==> config.mk <==
export PLATFORM = sky130hd
export DESIGN_NAME = rtc_shadow_bank
export DESIGN_NICKNAME = d
export VERILOG_FILES = /design/src/rtl/rtc_pkg.sv /design/src/rtl/rtc_prescaler.sv /design/src/rtl/rtc_calendar.sv /design/src/rtl/rtc_regs.sv /design/src/rtl/rtc_shadow_bank.sv
export SDC_FILE = /design/constraint.sdc
export NUM_CORES = 1
export LEC_CHECK = 0
export BUFFER_PORTS_ARGS = -buffer_cell sky130_fd_sc_hd__buf_2
export CORE_ASPECT_RATIO = 1.25
export CORE_MARGIN = 4
export CORE_UTILIZATION = 56
export DETAILED_ROUTE_END_ITERATION = 7
export PLACE_DENSITY_LB_ADDON = 0.1
export SYNTH_ARGS = -nofsm -noshare
export SYNTH_HDL_FRONTEND = slang
export SYNTH_SLANG_ARGS = --single-unit
export TNS_END_PERCENT = 50
==> constraint.sdc <==
create_clock -name clk -period 2.87 [get_ports clk]
set_input_delay 0.287 -clock clk [delete_from_list [all_inputs] [get_ports clk]]
set_output_delay 0.287 -clock clk [all_outputs]
set_load 0.02 [all_outputs]
==> src/rtl/rtc_pkg.sv <==
// Shared types and BCD helper functions for the calendar clock bank.
// Assumes packed BCD bytes; nothing here holds state.
package rtc_pkg;
    localparam int BYTE_W = 8;
    typedef logic [BYTE_W-1:0] bcd_t;

    // Seconds sit in the low byte so byte n of the flat vector matches offset n+1.
    typedef struct packed {
        bcd_t year;
        bcd_t month;
        bcd_t date;
        bcd_t day;
        bcd_t hour;
        bcd_t min;
        bcd_t sec;
    } rtc_time_t;

    localparam int   FIELDS     = 7;
    localparam bcd_t SEC_LAST   = 8'h59;
    localparam bcd_t HOUR_LAST  = 8'h23;
    localparam bcd_t DAY_LAST   = 8'h07;
    localparam bcd_t MONTH_LAST = 8'h12;
    localparam bcd_t YEAR_LAST  = 8'h99;
    localparam bcd_t ONE        = 8'h01;

    localparam rtc_time_t RESET_TIME = '{year: 8'h00, month: 8'h01, date: 8'h01,
                                         day: 8'h01, hour: 8'h00, min: 8'h00,
                                         sec: 8'h00};

    // Add one with a decimal carry out of the low digit.
    function automatic bcd_t bcd_next(input bcd_t v);
        if (v[3:0] >= 4'd9) return {v[7:4] + 4'd1, 4'd0};
        return v + 8'd1;
    endfunction

    // Leap test on a two-digit BCD year: 10 is congruent to 2 mod 4.
    function automatic logic is_leap(input bcd_t yr);
        logic [5:0] s;
        s = {1'b0, yr[7:4], 1'b0} + {2'b00, yr[3:0]};
        return s[1:0] == 2'b00;
    endfunction

    // Last date of a month for a given year.
    function automatic bcd_t month_end(input bcd_t mon, input bcd_t yr);
        case (mon)
            8'h02:                      return is_leap(yr) ? 8'h29 : 8'h28;
            8'h04, 8'h06, 8'h09, 8'h11: return 8'h30;
            default:                    return 8'h31;
        endcase
    endfunction
endpackage

==> src/rtl/rtc_prescaler.sv <==
// Divides the oscillator tick down to a one-cycle pulse per second.
// Assumes TICKS_PER_SEC >= 2; restart forces the count back to zero.
module rtc_prescaler #(
    parameter int TICKS_PER_SEC = 32768
) (
    input  logic clk,
    input  logic rst_n,
    input  logic osc_tick,
    input  logic restart,
    output logic sec_pulse
);
    localparam int CW = $clog2(TICKS_PER_SEC);
    localparam logic [CW-1:0] LAST = CW'(TICKS_PER_SEC - 1);

    logic [CW-1:0] cnt;

    assign sec_pulse = osc_tick && (cnt == LAST) && !restart;

    // Count ticks, wrap at the last one, clear on restart.
    always_ff @(posedge clk) begin
        if (!rst_n || restart)      cnt <= '0;
        else if (osc_tick)          cnt <= (cnt == LAST) ? '0 : cnt + 1'b1;
    end

    AST_RESTART_CLEARS: assert property (@(posedge clk) disable iff (!rst_n)
        restart |=> cnt == '0);
    AST_CNT_BOUND: assert property (@(posedge clk) disable iff (!rst_n)
        !osc_tick && !restart |=> $stable(cnt));
endmodule

==> src/rtl/rtc_calendar.sv <==
// Live BCD time counters with the full carry chain and month-length rules.
// Assumes advance is a one-cycle pulse; load overrides advance.
module rtc_calendar
    import rtc_pkg::*;
(
    input  logic      clk,
    input  logic      rst_n,
    input  logic      advance,
    input  logic      load,
    input  rtc_time_t load_val,
    output rtc_time_t now
);
    rtc_time_t nxt;
    logic c_min, c_hour, c_day, c_mon, c_year;

    // Next-second value: each field wraps at or above its last value and carries.
    always_comb begin
        nxt    = now;
        c_min  = 1'b0;
        c_hour = 1'b0;
        c_day  = 1'b0;
        c_mon  = 1'b0;
        c_year = 1'b0;
        if (advance) begin
            if (now.sec >= SEC_LAST) begin nxt.sec = 8'h00; c_min = 1'b1; end
            else nxt.sec = bcd_next(now.sec);
        end
        if (c_min) begin
            if (now.min >= SEC_LAST) begin nxt.min = 8'h00; c_hour = 1'b1; end
            else nxt.min = bcd_next(now.min);
        end
        if (c_hour) begin
            if (now.hour >= HOUR_LAST) begin nxt.hour = 8'h00; c_day = 1'b1; end
            else nxt.hour = bcd_next(now.hour);
        end
        if (c_day) begin
            nxt.day = (now.day >= DAY_LAST) ? ONE : bcd_next(now.day);
            if (now.date >= month_end(now.month, now.year)) begin
                nxt.date = ONE;
                c_mon    = 1'b1;
            end else nxt.date = bcd_next(now.date);
        end
        if (c_mon) begin
            if (now.month >= MONTH_LAST) begin nxt.month = ONE; c_year = 1'b1; end
            else nxt.month = bcd_next(now.month);
        end
        if (c_year) nxt.year = (now.year >= YEAR_LAST) ? 8'h00 : bcd_next(now.year);
    end

    // Hold the live counters: reset, load from shadows, or step.
    always_ff @(posedge clk) begin
        if (!rst_n)    now <= RESET_TIME;
        else if (load) now <= load_val;
        else           now <= nxt;
    end

    AST_HOLD_NO_SECOND: assert property (@(posedge clk) disable iff (!rst_n)
        !advance && !load |=> $stable(now));
    AST_LOAD_VALUE: assert property (@(posedge clk) disable iff (!rst_n)
        load |=> now == $past(load_val));
endmodule

==> src/rtl/rtc_regs.sv <==
// Bus decode, control byte and the seven shadow bytes.
// Assumes a single-cycle write strobe; reads are taken by the top level.
module rtc_regs
    import rtc_pkg::*;
#(
    parameter int ADDR_W = 13
) (
    input  logic              clk,
    input  logic              rst_n,
    input  logic              pwr_fail,
    input  logic              bus_en,
    input  logic              bus_wr,
    input  logic [ADDR_W-1:0] bus_addr,
    input  logic [BYTE_W-1:0] bus_wdata,
    input  rtc_time_t         live,
    input  logic              refresh,
    output logic              hit,
    output logic [2:0]        idx,
    output logic [BYTE_W-1:0] ctrl,
    output rtc_time_t         shadow,
    output logic              load
);
    localparam int FREEZE_BIT = 6;
    localparam int OPEN_BIT   = 7;

    logic we, ctrl_we, sh_we, refresh_ok;
    logic [FIELDS*BYTE_W-1:0] live_flat, sh_flat;

    assign hit        = &bus_addr[ADDR_W-1:3];
    assign idx        = bus_addr[2:0];
    assign we         = bus_en && bus_wr && hit && !pwr_fail;
    assign ctrl_we    = we && (idx == 3'd0);
    assign sh_we      = we && (idx != 3'd0) && ctrl[OPEN_BIT];
    assign load       = ctrl_we && ctrl[OPEN_BIT] && !bus_wdata[OPEN_BIT];
    assign refresh_ok = refresh && !ctrl[FREEZE_BIT] && !ctrl[OPEN_BIT];
    assign live_flat  = live;
    assign shadow     = rtc_time_t'(sh_flat);

    // Control byte: written whole by the bus.
    always_ff @(posedge clk) begin
        if (!rst_n)       ctrl <= '0;
        else if (ctrl_we) ctrl <= bus_wdata;
    end

    localparam logic [FIELDS*BYTE_W-1:0] RST_FLAT = RESET_TIME;

    for (genvar g = 0; g < FIELDS; g++) begin : g_shadow
        // One shadow byte: bus write while open, else per-second refresh.
        always_ff @(posedge clk) begin
            if (!rst_n)
                sh_flat[g*BYTE_W +: BYTE_W] <= RST_FLAT[g*BYTE_W +: BYTE_W];
            else if (sh_we && (idx == 3'(g + 1)))
                sh_flat[g*BYTE_W +: BYTE_W] <= bus_wdata;
            else if (refresh_ok)
                sh_flat[g*BYTE_W +: BYTE_W] <= live_flat[g*BYTE_W +: BYTE_W];
        end
    end

    AST_PF_CTRL_HOLD: assert property (@(posedge clk) disable iff (!rst_n)
        pwr_fail |=> $stable(ctrl));
    AST_PF_SHADOW_HOLD: assert property (@(posedge clk) disable iff (!rst_n)
        pwr_fail && !refresh |=> $stable(sh_flat));
    AST_FREEZE_HOLD: assert property (@(posedge clk) disable iff (!rst_n)
        ctrl[FREEZE_BIT] && !(bus_en && bus_wr) |=> $stable(sh_flat));
    AST_CLOSED_NO_WRITE: assert property (@(posedge clk) disable iff (!rst_n)
        !ctrl[OPEN_BIT] && !refresh |=> $stable(sh_flat));
endmodule

==> src/rtl/rtc_shadow_bank.sv <==
// Top level: prescaler, live calendar and bus-visible register bank.
// Assumes synchronous bus signals; read data is combinational.
module rtc_shadow_bank
    import rtc_pkg::*;
#(
    parameter int ADDR_W        = 13,
    parameter int TICKS_PER_SEC = 32768
) (
    input  logic              clk,
    input  logic              rst_n,
    input  logic              osc_tick,
    input  logic              pwr_fail,
    input  logic              bus_en,
    input  logic              bus_wr,
    input  logic [ADDR_W-1:0] bus_addr,
    input  logic [7:0]        bus_wdata,
    output logic [7:0]        bus_rdata
);
    logic              sec_pulse, refresh_q, load, hit;
    logic [2:0]        idx;
    logic [BYTE_W-1:0] ctrl;
    rtc_time_t         now, shadow;
    logic [FIELDS*BYTE_W-1:0] sh_flat;

    rtc_prescaler #(.TICKS_PER_SEC(TICKS_PER_SEC)) u_presc (
        .clk(clk), .rst_n(rst_n), .osc_tick(osc_tick),
        .restart(load), .sec_pulse(sec_pulse)
    );

    rtc_calendar u_cal (
        .clk(clk), .rst_n(rst_n), .advance(sec_pulse),
        .load(load), .load_val(shadow), .now(now)
    );

    // Refresh one cycle after the counters step, so shadows see the new second.
    always_ff @(posedge clk) begin
        if (!rst_n) refresh_q <= 1'b0;
        else        refresh_q <= sec_pulse;
    end

    rtc_regs #(.ADDR_W(ADDR_W)) u_regs (
        .clk(clk), .rst_n(rst_n), .pwr_fail(pwr_fail),
        .bus_en(bus_en), .bus_wr(bus_wr), .bus_addr(bus_addr),
        .bus_wdata(bus_wdata), .live(now), .refresh(refresh_q),
        .hit(hit), .idx(idx), .ctrl(ctrl), .shadow(shadow), .load(load)
    );

    assign sh_flat = shadow;

    // Read mux: control at offset 0, shadow bytes above, zero elsewhere.
    always_comb begin
        bus_rdata = '0;
        if (bus_en && !bus_wr && hit) begin
            if (idx == 3'd0) bus_rdata = ctrl;
            else             bus_rdata = sh_flat[(idx - 3'd1)*BYTE_W +: BYTE_W];
        end
    end
endmodule

Word-level counts from Yosys, hierarchy flattened. Cells that the tools add are included.

Bits in registers: 136. Input port bits: 27. Word-level logic and storage cells: 186.

$add $sub $neg: 17. $lt $le $gt $ge: 14. Equal/unequal tests: 13. Shift-type cells: 1. Mux-type cells: 77. Reduce and logical (&&, ||, !) cells: 47.

Operators by type and width (number): 8-bit 2-to-1 mux (43); 8-bit by 1-bit adder with 8-bit output, second input constant (7); 56-bit 2-to-1 mux (1); 56-bit by 33-bit variable part select with 8-bit output (1); 1-bit 2-to-1 mux (30); 4-bit by 1-bit adder with 4-bit output, second input constant (7); 4-bit greater-or-equal comparator, second input constant (7); 2-bit nonzero test (13); 1-bit logical AND (21); 8-bit by 3-bit == test with 1-bit output, second input constant (2); 8-bit by 7-bit greater-or-equal comparator with 1-bit output, second input constant (2); 16-bit 2-to-1 mux (1); 8-bit case mux with 2 select lines (1); 15-bit by 1-bit adder with 15-bit output, second input constant (1); 15-bit == test, second input constant (1); 15-bit 2-to-1 mux (1); 3-bit == test, second input constant (4); 10-bit AND reduction (1); 8-bit by 2-bit == test with 1-bit output, second input constant (1); 8-bit by 4-bit == test with 1-bit output, second input constant (1); 8-bit by 5-bit == test with 1-bit output, second input constant (1); 8-bit by 3-bit greater-or-equal comparator with 1-bit output, second input constant (1); 8-bit by 5-bit greater-or-equal comparator with 1-bit output, second input constant (1); 8-bit by 6-bit greater-or-equal comparator with 1-bit output, second input constant (1); 12 further kinds (19).

Depth between registers and ports, before layout. Gate-level depths: netlist of run 1.

Word-level depth: 21. Depth in mapped cells: 14.

By module. From an unflattened synthesis of run 1, not the netlist that was laid out.

Cell total of the unflattened synthesis: 911. Area, all modules: 8393.0 um2.

Modules (own cells, without submodules): rtc_calendar (times used 1, cells an instance 459, area each 3829.9 um2); rtc_regs (times used 1, cells an instance 302, area each 3168.0 um2); rtc_prescaler (times used 1, cells an instance 82, area each 740.7 um2); rtc_shadow_bank (times used 1, cells an instance 68, area each 654.4 um2).

Worst setup path after synthesis of run 1. Ideal clock, no wire load.

Kind: input to output. Start point: in bus_addr[0]. End point: out bus_rdata[6]. Arrival: 2.775 ns. Data required time: 2.583 ns. Slack: -0.192 ns. Stages: 8. Path through: clkbuf_1 > inv_1 > ha_1 > xor2_1 > buf_2 > mux4_2 > o21ai_0 > o21ai_0.

Longest elaborated chain between the ends: 4. Elaborated cells on any way between the ends: 5. Classes of those cells: add/sub: 1; shift: 1; mux: 2; reduce/logical: 1.

Ends and longest elaborated chain: from (decl) (RTL line rtc_shadow_bank.sv:15) `input logic [ADDR_W-1:0] bus_addr,`; 3-bit by 1-bit subtractor with 4-bit output (RTL line rtc_shadow_bank.sv:55) `else bus_rdata = sh_flat[(idx - 3'd1)*BYTE_W +: BYTE_W];`; 56-bit by 33-bit variable part select with 8-bit output (RTL line rtc_shadow_bank.sv:55); 8-bit 2-to-1 mux * (RTL line rtc_shadow_bank.sv:54) `if (idx == 3'd0) bus_rdata = ctrl;`; 8-bit 2-to-1 mux * (RTL line rtc_shadow_bank.sv:53) `if (bus_en && !bus_wr && hit) begin`; to (decl) (RTL line rtc_shadow_bank.sv:17) `output logic [7:0] bus_rdata`.

Every way passes the cells marked *; elsewhere a longest branch is shown, timed or not.

Worst setup path in the final report of run 1.
Start point: reg u_cal.now[40] (netlist name). End point: reg u_cal.now[32] (netlist name).

Longest elaborated chain between the ends: 8. Elaborated cells on any way between the ends: 12. Classes of those cells: order compare: 1; eq/ne: 5; mux: 5; reduce/logical: 1.

Ends and longest elaborated chain: 8-bit by 3-bit == test with 1-bit output (tied with other cells) (RTL line rtc_pkg.sv:45) `case (mon)`; 4-bit OR reduction (RTL line rtc_pkg.sv:45); 8-bit case mux with 2 select lines * (RTL line rtc_pkg.sv:45); 8-bit 2-to-1 mux * (RTL line rtc_calendar.sv:36) `if (c_day) begin`; 8-bit greater-or-equal comparator * (RTL line rtc_calendar.sv:38) `if (now.date >= month_end(now.month, now.year)) begin`; 8-bit 2-to-1 mux * (RTL line rtc_calendar.sv:38); 16-bit 2-to-1 mux * (RTL line rtc_calendar.sv:36); 56-bit 2-to-1 mux * (RTL line rtc_calendar.sv:53) `else if (load) now <= load_val;`.

Every way passes the cells marked *; elsewhere a longest branch is shown, timed or not. The select of a mux whose other input is x is not followed. A chain may end at the register's enable or synchronous reset.

==> metrics.yaml, run 1 <==
status: "finished clean"
met2_length_mm: 12.3
powerDensity_mw_per_mm2: 477
worst_setup_path_start_kind: "flop"
ys_seq_area_frac: 0.339
power.total_mw: 4.52
die_w_microns: 115
hold_end: "u_presc.cnt[1]$_SDFFE_PP0P_"
hold_viol: 0
io_buffers: 34
max_stage_delay_ps: 470
antenna_found_initial: 0
fp-row-count: 48
r2r-end: "u_cal.now[32]$_SDFFE_PN1P_"
switching_power_mw: 1.02
initial_core_util: 0.577
crit_cells: 14
grt_pass1_vias: 7498
min_period_over_period: 0.987
drc_errors: 0
wl_met3_mm: 1.93
core_sq_mm: 0.0139
synth_warnings: 0
worstPathRequired_ps: 3170
ys_async_sr_fraction: 0
dp_hpwl_mm: 17.8
wire_per_inst_microns: 21.5
setup_tns_ps: 0
path_buf_inv: 2
area_growth_pct: 18.0
synth_edf_count: 0
sequentialPowerShare: 0.419
n_antenna_cell: 0
arrival_ps: 3130
dp_slack_ps: -222
end_kind: "flop"
intPower_mw: 3.50
top_layer_used: "met4"
die_h_microns: 142
final_core_util: 0.681
worst-setup-path-type: "reg -> reg"
wl_met1_mm: 10.1
cts_tree: "built"
htree_levels: 4
syn_avg_cell_area_sq_um: 8.50
vias_per_cell: 6.49
design_area_sq_mm: 0.00949
overflow: 0
crit_fanout: 5
ios: 35
rsz0062_at_grt: "true"
place_area_sq_mm: 0.00865
syn_inst: 946
cp_top_family: "compound AO/OA/AOI/OAI gates"
clock_skew_ps: 11.7
max_freq_ghz: 0.353
switching_share: 0.226
tritoncts.num_buffers: 17
finalSetupViolCount: 0
drive_gt1_frac: 0.189
synth_area_sq_mm: 0.00804
reg2reg_depth: 14
ys_ff_latch: 136
syn_nets: 1020
num-nets-final: 1075
drt_iter0_drc: 819
cts_buffer_depth: 2
grt_pass1_wl_mm: 39.6
hold_start: "osc_tick"
ctsRootBufferMaster: "clkbuf_16"
cts.clk_slew.worst_paths_ps: 60
clock-sinks: 136
grt_max_degree: 44
worstPathCellList: "inv_6 -> ha_4 -> o211ai_1 -> o21ai_2 -> nand3_1 -> o21a_1 -> ha_1 -> or4b_4 -> nand4_1 -> nand2_2 -> buf_6 -> a211o_1 -> o211ai_1 -> o211ai_1"
fin_crit_ps: 2830
hp-class: "in -> reg"
grt.total_usage: 0.311
rr_startpoint: "u_cal.now[40]$_SDFFE_PN1P_"
setup_slack_ps: 37.2
maxCapViolations: 0
hold_depth: 3
ant_nets: 0
p_leak_nw: 3.59
wl_mm: 25.5
drtPass1Iterations: 5
worst_pin_slew_ps: 745
slowest_stage: "or4b_4"
synthFlopType: "dfxtp_1"
clock_power_share: 0.538
synth_cell_types: 76
slew_headroom: 0.503
crit_path_frequent_cell: "o211ai_1"
cts_hold_buf: 0
num_vias: 7720
gp_congestion: 0.953
p_comb_frac: 0.044
dieArea_sq_mm: 0.0164
rrSetupSlack_ps: 40
finalMaxSlewViolations: 0
ir_drop_v: 0.000413
clock_latency_ps: 440
==> logic make-up (layout without fill, tap and decap cells) <==
logic type,after synthesis,count (layout),synth area share
AO/OA/AOI/OAI,242,242,0.204
XOR/XNOR,16,16,0.0174
adder cells (fa/ha/maj),47,47,0.0731
buffers and inverters,97,165,0.0482
flip-flops,136,136,0.339
multiplexers,88,88,0.124
AND/OR/NAND/NOR,320,320,0.195
==> cell usage in the layout, fill, tap and decap left out, drive strengths merged, types with 3 or more instances in the layout <==
| cell | Yosys | routed |
|---|---|---|
| dfxtp | 136 | 136 |
| nor2 | 120 | 120 |
| buf | 12 | 95 |
| nand2 | 72 | 72 |
| mux2i | 70 | 70 |
| a211oi | 60 | 60 |
| a21oi | 55 | 55 |
| ha | 47 | 47 |
| o21ai | 44 | 44 |
| inv | 37 | 40 |
| nand3 | 31 | 31 |
| nor3 | 18 | 18 |
| clkbuf | 47 | 17 |
| nand4 | 16 | 16 |
| xor2 | 12 | 12 |
| o211ai | 11 | 11 |
| nor4 | 11 | 11 |
| mux2 | 10 | 10 |
| a31oi | 10 | 10 |
| and2 | 9 | 9 |
| mux4 | 8 | 8 |
| o31ai | 8 | 8 |
| a22oi | 7 | 7 |
| and3 | 6 | 6 |
| nor2b | 6 | 6 |
| nor3b | 6 | 6 |
| clkinv | 1 | 6 |
| o21a | 5 | 5 |
| a21o | 5 | 5 |
| bufinv | 0 | 5 |
| or4 | 5 | 5 |
| nand2b | 4 | 4 |
| nor4b | 4 | 4 |
| xnor2 | 4 | 4 |
| a221oi | 4 | 4 |
| a221o | 3 | 3 |
| a211o | 3 | 3 |
| or3b | 3 | 3 |
| o211a | 3 | 3 |
==> worst max path at each step <==
stage	slack, ps	endpoint	start
after detailed placement	-220	u_cal.now[41]$_SDFFE_PN0P_	u_cal.now[41]$_SDFFE_PN0P_
final	40	u_cal.now[32]$_SDFFE_PN1P_	u_cal.now[40]$_SDFFE_PN1P_
after floorplan	-120	u_cal.now[48]$_SDFFE_PN0P_	u_cal.now[40]$_SDFFE_PN1P_
after CTS	-20	u_cal.now[32]$_SDFFE_PN1P_	u_cal.now[40]$_SDFFE_PN1P_
after global placement	-80	u_cal.now[32]$_SDFFE_PN1P_	u_cal.now[44]$_SDFFE_PN0P_
after global routing	-60	u_cal.now[43]$_SDFFE_PN0P_	u_cal.now[44]$_SDFFE_PN0P_
==> routing by layer <==
layer,GRT usage,up-vias
li1,-,3576
met1,0.375,3677
met2,0.519,365
met3,0.0651,102
met4,0.162,0
met5,0,-
==> stage by stage <==
stage,instances,hold WS [ps]
6_report,1189,182
4_1_cts,1187,177
2_1_floorplan,946,441
3_3_place_gp,1153,466
3_5_place_dp,1153,471
5_1_grt,1189,198
==> layout make-up <==
type,instances,area (sq um)
Fill cell,1107,4440
Sequential cell,136,2730
Multi-Input combinational cell,713,5080
Tap cell,175,219
Clock inverter,15,224
Clock buffer,17,425
Inverter,38,150
Timing Repair Buffer,95,661
==> flip-flops by register name, indices dropped and copies added, names as in the netlist <==
register,flops
refresh_q,1
u_cal.now,56
u_presc.cnt,15
u_regs.ctrl,8
u_regs.shadow,56
==> power by group through the flow <==
stage | clock, mW | combinational, mW | sequential (mW)
after global routing | 2.54 | 0.209 | 1.89
after floorplan | 0 | 0.111 | 1.94
after detailed placement | 0 | 0.192 | 1.94
after global placement | 0 | 0.188 | 1.94
after CTS | 2.44 | 0.193 | 1.90
final | 2.43 | 0.197 | 1.89
==> Yosys cell counts (all sizes together) (3+ instances only) <==
cell	count	area, sq um
nor4	11	103
nand4	16	113
nand3	31	155
xor2	12	105
nor3b	6	45.0
mux2i	70	701
nor2	120	450
nor4b	4	35.0
and2	9	56.3
o31ai	8	60.1
a211oi	60	455
a21o	5	37.5
nand2	72	270
nand2b	4	25.0
a21oi	55	279
nor2b	6	37.5
o21a	5	37.5
a221oi	4	35.0
o211a	3	30.0
inv	37	139
a31oi	10	62.6
a211o	3	26.3
dfxtp	136	2720
xnor2	4	35.0
a22oi	7	52.6
or3b	3	26.3
nor3	18	101
ha	47	588
and3	6	37.5
buf	12	66.3
or4	5	45.0
mux4	8	180
mux2	10	113
o21ai	44	224
o211ai	11	82.6
a221o	3	30.0
clkbuf	47	179
==> worst reg2reg max path, stage by stage (launching register included) <==
cell and delay, ps:
dfxtp_4 390, inv_6 50, ha_4 150, o211ai_1 210
o21ai_2 110, nand3_1 90, o21a_1 140, ha_1 230
or4b_4 470, nand4_1 150, nand2_2 120, buf_6 160
a211o_1 230, o211ai_1 90, o211ai_1 110
==> what timing repair did <==
action / CTS / global route
resized for setup: 19 / 23
pin swaps: 7 / 12
buffers inserted: 2 / 2
setup endpoints to repair: 21 / 22
hold endpoints to repair: 0 / 0
No activity file was read; power rests on OpenSTA's default activity.
==> run 2, diff against run 1 <==
--- a/config.mk
+++ b/config.mk
@@ -5,12 +5,16 @@
 export SDC_FILE = /design/constraint.sdc
 export NUM_CORES = 1
 export LEC_CHECK = 0
+export ABC_AREA = 1
 export BUFFER_PORTS_ARGS = -buffer_cell sky130_fd_sc_hd__buf_2
+export CELL_PAD_IN_SITES_DETAIL_PLACEMENT = 1
+export CELL_PAD_IN_SITES_GLOBAL_PLACEMENT = 2
 export CORE_ASPECT_RATIO = 1.25
 export CORE_MARGIN = 4
-export CORE_UTILIZATION = 56
+export CORE_UTILIZATION = 32
 export DETAILED_ROUTE_END_ITERATION = 7
 export PLACE_DENSITY_LB_ADDON = 0.1
+export SLEW_MARGIN = 20
 export SYNTH_ARGS = -nofsm -noshare
 export SYNTH_HDL_FRONTEND = slang
 export SYNTH_SLANG_ARGS = --single-unit
==> run 2 against run 1 <==
  * Via count increased by 10%
  * Fmax increased by 8.4%
  * Clock power about the same
  * Synthesized cell count increased by 35%
  * Highest routed layer unchanged
  * First-iteration DRC count decreased by 55%
  * Total power increased by 1.4%
  * Core utilization decreased by 31 points
  * Routed wire length increased by 26%
==> metrics.yaml, run 2 <==
setup_slack_ps: 257  # +220 ps
antenna_found_initial: 0  # unchanged
ys_ff_latch: 136  # unchanged
arrival_ps: 2900  # -230 ps
wire_per_inst_microns: 19.4  # -9.8%
die_h_microns: 189  # +33%
finalSetupViolCount: 0  # unchanged
dp_hpwl_mm: 23.7  # +33%
finalMaxSlewViolations: 0  # unchanged
worst_pin_slew_ps: 955  # +210 ps
n_antenna_cell: 0  # unchanged
hp-class: "in -> reg"
cts_tree: "built"
cts_buffer_depth: 2  # unchanged
clock-sinks: 136  # unchanged
die_w_microns: 153  # +33%
dieArea_sq_mm: 0.0290  # +77%
grt_pass1_vias: 8868  # +18%
tritoncts.num_buffers: 17  # unchanged
p_leak_nw: 4.09  # +14%
synth_edf_count: 0  # unchanged
worst-setup-path-type: "reg -> reg"
syn_avg_cell_area_sq_um: 6.61  # -22%
synthFlopType: "dfxtp_1"
yosys-top-cells-count: "259 x nand2_1, 171 x o21ai_0, 167 x nor2_1"
drtPass1Iterations: 4  # -1
gp_congestion: 0.882  # -7.4%
setup_tns_ps: 0  # unchanged
grt_max_degree: 91  # +110%
stdcell_count: 1657  # +39%
dp_slack_ps: -49.5  # +172 ps
ctsRootBufferMaster: "clkbuf_16"
fin_crit_ps: 2610  # -220 ps
clock_latency_ps: 440  # about the same
yosysMostFrequentCell: "nand2_1"
synthSimpleGateAreaFrac: 0.276  # +0.0810
yosysTopAreaCell: "dfxtp_1"
num_vias: 8525  # +10%
slew_headroom: 0.363  # -0.140
fillers: 3378  # +210%
ys_async_sr_fraction: 0  # unchanged
core_sq_mm: 0.0260  # +87%
synth.area.top_cells: "dfxtp_1 32%, nand2_1 12%, o21ai_0 10%, nor2_1 7.4%, ha_1 7.0%"
end_kind: "flop"
area_growth_pct: 15.5
hold_viol: 0  # unchanged
ir_drop_v: 0.000411  # -0.70%
syn_nets: 1348  # +32%
syn_inst: 1274  # +35%
htree_levels: 4  # unchanged
synth_cell_types: 45  # -41%
synth_compound_area_frac: 0.219  # +0.0158
crit_fanout: 7  # +2
overflow: 0  # unchanged
worst_setup_path_start_kind: "flop"
io_buffers: 34  # unchanged
final_common_cell: "nand2_1"
synth_area_sq_mm: 0.00843  # +4.8%
num-nets-final: 1378  # +28%
grt.total_usage: 0.222  # -0.0896
yosys.area_share.xor_xnor: 0.0218  # +0.00440
clock_skew_ps: 10.5  # -1.25 ps
wl_mm: 32.1  # +26%
worstPathRequired_ps: 3160  # about the same
yosys.area_share.adder: 0.0698  # -0.00336
min_period_over_period: 0.911  # -0.0765
fp-row-count: 66  # +38%
drive_gt1_frac: 0.104  # -0.0853
drt_iter0_drc: 368  # -55%
cts_hold_buf: 0  # unchanged
vias_per_cell: 5.14  # -21%
ys_seq_area_frac: 0.323  # -0.0155
max_freq_ghz: 0.383  # +8.4%
synthMuxAreaShare: 0  # -0.124
cts.clk_slew.worst_paths_ps: 70  # about the same
powerDensity_mw_per_mm2: 471  # -1.1%
grt_pass1_wl_mm: 50.6  # +28%
initial_core_util: 0.324  # -0.253
layout_common_cells: "258 x nand2_1, 170 x o21ai_0, 165 x nor2_1, 135 x dfxtp_1, 125 x inv_1"
place_inst: 1619  # +40%
yosys.area.top_type_share: 0.323  # -0.0155
synth_top_family_by_area: "simple AND/OR/NAND/NOR gates"
ant_nets: 0  # unchanged
ios: 35  # unchanged
synth_warnings: 0  # unchanged
drc_errors: 0  # unchanged
hold_slack_ps: 92.5  # -90.0 ps
status: "finished clean"
maxCapViolations: 0  # unchanged
==> run 2: cell count changes after synthesis, moves of 45 or more <==
cell	before	now
a211oi_1	59	10
nand2_1	72	259
mux2i_1	70	0
a21oi_1	54	99
o21ai_0	42	171
inv_1	37	126
nor2_1	120	167
==> run 2: through the flow <==
step           total power, mW  area [sq um]   util
2_1_floorplan             2.06          8430      -
3_3_place_gp              2.17          8980  0.345
3_5_place_dp              2.17          8980  0.345
4_1_cts                   4.64          9650  0.371
5_1_grt                   4.73          9730  0.374
6_report                  4.59          9730  0.374
==> run 2: final cells by class <==
| type | count | area [sq um] | share of cell area |
|---|---|---|---|
| timing repair buffer | 61 | 398 | 0.0409 |
| sequential | 136 | 2720 | 0.280 |
| inverter | 137 | 514 | 0.0529 |
| clock inverter | 11 | 169 | 0.0174 |
| tap | 340 | 425 | 0.0437 |
| clock buffer | 21 | 480 | 0.0494 |
| multi-input combinational | 951 | 5020 | 0.516 |
==> run 2: kinds of logic (layout without fill, tap and decap cells) <==
| logic type | count (synthesis) | in the layout |
|---|---|---|
| AOI/OAI and AO/OA | 340 | 340 |
| buffers and inverters | 189 | 230 |
| adders and majority gates | 47 | 47 |
| and+or+nand+nor | 541 | 543 |
| xor gates and xnor gates | 21 | 21 |
| DFF | 136 | 136 |
==> run 2: worst paths after layout <==
kind	startpoint	to	slack (ps)	depth (start not counted)
setup / recovery	u_cal.now[41]$_SDFFE_PN0P_	u_cal.now[41]$_SDFFE_PN0P_	260	19
hold / removal	rst_n	u_cal.now[5]$_SDFFE_PN0P_	90	3
setup reg to reg	u_cal.now[41]$_SDFFE_PN0P_	u_cal.now[41]$_SDFFE_PN0P_	260	19
hold reg to reg	u_presc.cnt[13]$_SDFFE_PP0P_	u_presc.cnt[13]$_SDFFE_PP0P_	460	2
==> run 2: power by group <==
part / internal [mW] / switching [mW] / total (mW) / leakage, nW
Combinational: 0.0629 / 0.178 / 0.240 / 2.69
Sequential: 1.89 / 0.00186 / 1.89 / 1.10
Clock: 1.54 / 0.908 / 2.45 / 0.307
Total: 3.50 / 1.09 / 4.59 / 4.09
==> run 2: critical path: stages (launching register included) <==
cell	delay, ps
dfxtp_2	370
inv_2	70
ha_1	170
o21ai_0	150
o21ai_0	100
a32oi_1	220
nand2_1	80
inv_1	60
ha_1	220
nand3_1	110
inv_1	50
nand2_1	60
nand2_1	60
nor2_2	170
nand2_4	140
nand3_4	120
buf_4	150
nor2_2	40
nand2_1	50
a21oi_1	60
==> run 2: repair_timing <==
action | in CTS | in global routing
cloned | 0 | 2
buffers inserted | 0 | 4
endpoints found under the setup margin | 10 | 20
gates resized for setup | 3 | 7
pin swaps | 0 | 5
==> run 2: per-layer routing <==
layer / vias up / track usage / wire (microns)
li1: 4278 / - / -
met1: 4106 / 0.274 / 14400
met2: 98 / 0.388 / 16000
met3: 43 / 0.0345 / 680
met4: 0 / 0.0816 / 976
met5: - / 0 / 0
